## src/rtl/hs_pkg.sv

```systemverilog
package hs_pkg;
  typedef enum logic [1:0] {
    IRQ_OFF  = 2'b00,
    IRQ_FALL = 2'b01,
    IRQ_RISE = 2'b10,
    IRQ_BOTH = 2'b11
  } irq_sel_e;
endpackage

```

## src/rtl/hs_sync.sv

```systemverilog
module hs_sync #(
  parameter int STAGES = 2,
  parameter bit RST_VAL = 1'b1
) (
  input  logic clk,
  input  logic rst_n,
  input  logic d,
  output logic q
);
  logic [STAGES-1:0] chain;

  genvar g;
  generate
    for (g = 0; g < STAGES; g++) begin : g_stage
      always_ff @(posedge clk or negedge rst_n) begin
        if (!rst_n) chain[g] <= RST_VAL;
        else if (g == 0) chain[g] <= d;
        else chain[g] <= chain[(g == 0) ? 0 : g-1];
      end
    end
  endgenerate

  assign q = chain[STAGES-1];
endmodule

```

## src/rtl/hs_edge_irq.sv

```systemverilog
module hs_edge_irq
  import hs_pkg::*;
(
  input  logic       clk,
  input  logic       rst_n,
  input  logic       level,
  input  logic [1:0] cond,
  input  logic       clr,
  output logic       pending,
  output logic       hit
);
  logic     prev;
  logic     fell, rose;
  irq_sel_e sel;

  assign sel  = irq_sel_e'(cond);
  assign fell = prev & ~level;
  assign rose = ~prev & level;

  always_comb begin
    unique case (sel)
      IRQ_OFF:  hit = 1'b0;
      IRQ_FALL: hit = fell;
      IRQ_RISE: hit = rose;
      IRQ_BOTH: hit = fell | rose;
      default:  hit = 1'b0;
    endcase
  end

  always_ff @(posedge clk or negedge rst_n) begin
    if (!rst_n) begin
      prev    <= 1'b1;
      pending <= 1'b0;
    end else begin
      prev <= level;
      if (hit)      pending <= 1'b1;
      else if (clr) pending <= 1'b0;
    end
  end
endmodule

```

## src/rtl/hs_rts.sv

```systemverilog
module hs_rts #(
  parameter int OCC_W = 5
) (
  input  logic             clk,
  input  logic             rst_n,
  input  logic             en,
  input  logic             force_hi,
  input  logic [OCC_W-1:0] count,
  input  logic [OCC_W-1:0] level,
  output logic             rts_n
);
  logic full_hit;

  assign full_hit = en && (count >= level);

  always_ff @(posedge clk or negedge rst_n) begin
    if (!rst_n) rts_n <= 1'b0;
    else        rts_n <= full_hit | force_hi;
  end
endmodule

```

## src/rtl/uart_modem_hs.sv

```systemverilog
module uart_modem_hs #(
  parameter int DATA_W      = 8,
  parameter int OCC_W       = 5,
  parameter int SYNC_STAGES = 2
) (
  input  logic              clk,
  input  logic              rst_n,
  input  logic              cts_n_i,
  input  logic              tx_flow_en,
  input  logic [1:0]        irq_cond,
  input  logic              irq_clr,
  input  logic              s_valid,
  output logic              s_ready,
  input  logic [DATA_W-1:0] s_data,
  output logic              m_valid,
  input  logic              m_ready,
  output logic [DATA_W-1:0] m_data,
  input  logic              rx_flow_en,
  input  logic              rts_force,
  input  logic [OCC_W-1:0]  rts_level,
  input  logic [OCC_W-1:0]  rx_count,
  output logic              rts_n_o,
  output logic              cts_clear,
  output logic              irq_pending
);
  logic cts_q;
  logic irq_hit;
  logic tx_allow;

  hs_sync #(.STAGES(SYNC_STAGES), .RST_VAL(1'b1)) u_sync (
    .clk(clk), .rst_n(rst_n), .d(cts_n_i), .q(cts_q)
  );

  hs_edge_irq u_irq (
    .clk(clk), .rst_n(rst_n), .level(cts_q), .cond(irq_cond),
    .clr(irq_clr), .pending(irq_pending), .hit(irq_hit)
  );

  hs_rts #(.OCC_W(OCC_W)) u_rts (
    .clk(clk), .rst_n(rst_n), .en(rx_flow_en), .force_hi(rts_force),
    .count(rx_count), .level(rts_level), .rts_n(rts_n_o)
  );

  always_comb begin
    tx_allow = ~tx_flow_en | ~cts_q;
    m_valid  = s_valid & tx_allow;
    s_ready  = m_ready & tx_allow;
    m_data   = s_data;
  end

  assign cts_clear = ~cts_q;
endmodule

```

## config.mk

```make
export PLATFORM = sky130hd
export DESIGN_NAME = uart_modem_hs
export DESIGN_NICKNAME = d
export VERILOG_FILES = /design/src/rtl/hs_pkg.sv /design/src/rtl/hs_sync.sv /design/src/rtl/hs_edge_irq.sv /design/src/rtl/hs_rts.sv /design/src/rtl/uart_modem_hs.sv
export SDC_FILE = /design/constraint.sdc
export NUM_CORES = 1
export LEC_CHECK = 0
export ABC_AREA = 1
export BUFFER_PORTS_ARGS = -buffer_cell sky130_fd_sc_hd__buf_2
export CAP_MARGIN = 15
export CORE_AREA = 5 5 42 44
export CTS_BUF_LIST = sky130_fd_sc_hd__clkbuf_2
export DETAILED_ROUTE_END_ITERATION = 6
export DIE_AREA = 0 0 47 49
export GPL_ROUTABILITY_DRIVEN = 0
export PLACE_DENSITY = 0.78
export SLEW_MARGIN = 20
export SYNTH_ARGS = -nofsm -noshare
export SYNTH_HDL_FRONTEND = slang
export SYNTH_HIERARCHICAL = 1
export SYNTH_SLANG_ARGS = --single-unit
export TNS_END_PERCENT = 5
```

## constraint.sdc

```tcl
create_clock -name clk -period 1.5 [get_ports clk]
set_input_delay 0.3 -clock clk [delete_from_list [all_inputs] [get_ports clk]]
set_output_delay 0.3 -clock clk [all_outputs]
set_load 0.1 [all_outputs]
```

# --- Yosys cells after proc, flatten, opt, wreduce, memory -nomap -nowiden ---
# Cells that the tools add are included.
# Widths: inputs -> output; s select.
classes:
  magnitude_cmp: 1
  n_eq_ne: 3
  muxes: 3
  bitwise: 10
  reduce_logical: 3
ops:
  columns: ["cell", "count"]
  rows:
  - ["$ge 5x5->1", 1]
  - ["$and 1x1->1", 4]
  - ["$eq 2x2->1 const B", 2]
  - ["$pmux 1 s4", 1]
  - ["$not 1->1", 3]
  - ["$or 1x1->1", 3]
  - ["$eq 2x1->1 const B", 1]
  - ["$logic_not 2->1", 1]
  - ["$mux 1", 2]
  - ["$reduce_bool 2->1", 1]
  - ["$logic_and 1x1->1", 1]
totals:
  register_bits: 5
  inputBits: 29
  out_inout_bits: 13
  wordCells: 25

# --- Longest topological paths before layout ---
logic_depth:
  ltp_word: 5
  mapped_depth: 8
  ltp_nobuf: 8

# --- Hierarchy ---
# Netlist, hierarchy kept.
modules_own_cells:
  columns: ["mod", "n_inst", "cells_per_inst", "area_per_inst_um2", "seq_area_each_um2"]
  rows:
  - ["hs_rts", 1, 27, 168.9, 25.0]
  - ["hs_edge_irq", 1, 17, 130.1, 51.3]
  - ["uart_modem_hs", 1, 13, 81.3, 0.0]
  - ["hs_sync", 1, 2, 52.6, 52.6]

# --- Worst setup path before layout ---
# Ideal clock, no wire load.
synth_path:
  path_kind: "register -> output"
  start: "reg u_sync.chain[1] (netlist: u_sync/q)"
  end: "out m_valid"
  arrival_ps: 1840
  required_time_ps: 1200
  slack_ps: -640
  path_stages_with_launch: 2
  path_buffers: 0
  cell_sequence: "dfstp_2 > a21oi_1"
synth_via:
  elab_chain_cells: 3
synth_rtl:
  columns: ["item", "line", "text"]
  rows:
  - ["start, declared", "hs_sync.sv:10", "logic [STAGES-1:0] chain;"]
  - ["start signal, assigned by index", "hs_sync.sv:18", "else chain[g] <= chain[(g == 0) ? 0 : g-1];"]
  - ["$not 1->1", "uart_modem_hs.sv:45", "tx_allow = ~tx_flow_en | ~cts_q;"]
  - ["$or 1x1->1", "uart_modem_hs.sv:45", null]
  - ["$and 1x1->1", "uart_modem_hs.sv:46", "m_valid = s_valid & tx_allow;"]
  - ["end, declared", "uart_modem_hs.sv:15", "output logic m_valid,"]
# No other way between the ends.

# --- Worst setup path in the final report ---
layout_path:
  start: "reg u_sync.chain[1] (netlist: u_sync/q)"
  end: "out cts_clear"
layout_via:
  elab_chain_cells: 1
layout_rtl:
  columns: ["item", "line", "text"]
  rows:
  - ["$not 1->1", "uart_modem_hs.sv:51", "assign cts_clear = ~cts_q;"]
  - ["end, declared", "uart_modem_hs.sv:23", "output logic cts_clear,"]
# No other way between the ends.

==> flow_metrics.py <==
metrics = {
    "finish": {
        "utilization_pct": 41.7,
        "diodes": 0,
        "nets": 117,
        "syn_to_final_growth_pct": 36.2,
        "most-common-layout-cells": "buf_2, inv_1, nand2_1",
        "num-fill-cells": 151,
        "postLayoutCellArea_um2": 584,
        "final_common_cell": "buf_2",
        "layout-drive-gt1-share_pct": 43.8,
    },
    "floorplan": {
        "die_h_um": 49,
        "row_count": 14,
        "die-area_um2": 2300,
        "start_util_pct": 30.6,
        "ios": 42,
        "fp.dieW_um": 47,
        "coreArea_um2": 1400,
    },
    "timing": {
        "slew_headroom_pct": 67.7,
        "rsz0062_at_grt": "no",
        "setup_viol": 0,
        "fin_setup_tns_ps": 0,
        "final_min_period_over_clock_period_pct": 94.9,
        "period_minus_slack_ps": 1420,
        "layout_setup_ws_ps": 75.8,
        "final_max_slew_viol_count": 0,
        "hold_violations": 0,
        "worstMarginPinSlew_ps": 487,
        "fin_skew_ps": 3.69,
        "max_freq_mhz": 702,
        "holdWs_ps": 190,
    },
    "critical_path": {
        "start_kind": "register",
        "criticalPathCategory": "register to output port",
        "r2r_cells": 5,
        "crit_buf_inv": 2,
        "cp_max_fo": 6,
        "end_kind": "output port",
        "crit_family": "flip-flops",
        "worstPathCellList": "inv_1 > clkbuf_4",
        "crit_required_ps": 1200,
        "cpPeakStageDelay_ps": 590,
        "arrival_ps": 1120,
        "cp_num_cells": 2,
        "cpMaxStageDelayCell": "dfstp_2",
    },
    "drt": {
        "vias_per_cell": 4.14,
        "dr.pass1.iters": 3,
        "drt_iter0_drc": 2,
        "ant_nets": 0,
        "vias": 397,
        "drcViolationCount": 0,
        "wl_per_cell_um": 9.00,
        "routed_wl_um": 864,
    },
    "synthesis": {
        "synth_area_um2": 429,
        "synth.avg_cell_area_um2": 7.40,
        "netlist_instances": 58,
        "syn-num-nets": 94,
        "yosys_warnings": 6,
    },
    "global_route": {
        "grt_max_degree": 7,
        "grt_pass1_wl_mm": 1.51,
        "antenna_found_initial": 0,
        "grt_pass1_vias": 418,
        "grt_overflow": 0,
        "grt_usage_pct": 9.14,
    },
    "place": {
        "dp_hpwl_um": 762,
        "dp_slack_ps": 277,
        "post_dp_cell_area_um2": 552,
        "numPortBuffers": 25,
    },
    "pwr": {
        "p_int_uw": 280,
        "power_leakage_uw": 0.000372,
        "ir_worst_vdd_mv": 0.304,
        "p_sw_share_pct": 39.4,
        "switchingPower_uw": 182,
        "power_frac_seq_pct": 33.4,
        "combPwrFrac_pct": 40.0,
        "clkPwrFrac_pct": 26.5,
        "power_density_nw_per_um2": 789,
    },
    "cts": {
        "path_clk_slew_ps": 60,
        "htreeDepth": 1,
        "numCtsBuffers": 3,
        "cts_buffer_depth": 2,
        "cts_tree": "done",
        "clock-root-buffer": "clkbuf_2",
        "clock-sinks": 5,
        "post-cts-setup-buffers": 0,
        "clkLatencyLatePin_ps": 210,
    },
    "status": {
        "status": "finished clean",
    },
    "flow_run": {
        "drv_cap": 0,
    },
    "worst_hold_path": {
        "min_path_type": "input pin to register",
        "hold_depth": 1,
    },
}
==> layer usage <==
| layer | vias to the layer above | GRT usage [%] | wire length, um |
|---|---|---|---|
| li1 | 205 | - | - |
| met1 | 165 | 9.17 | 302 |
| met2 | 23 | 13.6 | 416 |
| met3 | 4 | 6.27 | 133 |
| met4 | 0 | 5.07 | 11 |
| met5 | - | 0 | 0 |
==> registers in the layout, indices dropped and copies added (netlist names) <==
register and count:
u_rts/rts_n 1, u_sync/q 1, u_irq/pending 1, u_sync/chain 1, u_irq/prev 1
==> area by class of cell <==
| type | count | area [um^2] | area share, % |
|---|---|---|---|
| flip-flops and latches | 5 | 129 | 22.1 |
| repair buffers | 26 | 168 | 28.7 |
| multi-input cells | 28 | 184 | 31.5 |
| inverters | 17 | 63.8 | 10.9 |
| clock buffers | 4 | 20.0 | 3.43 |
| well taps | 16 | 20.0 | 3.43 |
==> metrics by stage <==
stage          total power [uW]  instances
6_report                    461         96
5_1_grt                     500         96
4_1_cts                     471         96
3_5_place_dp                340         91
3_3_place_gp                335         91
2_1_floorplan               378         58
==> worst reg2reg max path: cells and delay by family, from the launching register on <==
family / cells / cell delay, ps
flops: 1 / 590
simple gates: 3 / 190
buf+inv: 1 / 60
fa+ha+maj: 1 / 270
==> power groups by stage <==
| stage | registers (uW) | logic [uW] | clock network (uW) |
|---|---|---|---|
| global route | 156 | 203 | 142 |
| detailed placement | 156 | 183 | 0 |
| CTS | 154 | 186 | 131 |
| global placement | 156 | 180 | 0 |
| floorplan | 198 | 180 | 0 |
| finish | 154 | 185 | 122 |
==> final timing paths <==
| check | start | end | slack, ps |
|---|---|---|---|
| worst min register to register | u_sync/chain[0] | u_sync/q | 350 |
| worst max register to register | u_sync/q | u_irq/pending | 280 |
| max in group asynchronous | rst_n | u_sync/chain[0] | 860 |
| worst max-delay path | u_sync/q | cts_clear | 80 |
| worst min-delay path | cts_n_i | u_sync/chain[0] | 190 |
| min in group asynchronous | rst_n | u_irq/pending | 430 |
==> timing repair <==
action,in CTS,in global routing
endpoints found under the setup margin,0,1
hold buffers,1,0
endpoints found under the hold margin,2,0
resized for setup,0,1
(Power assumes the default switching activity.)
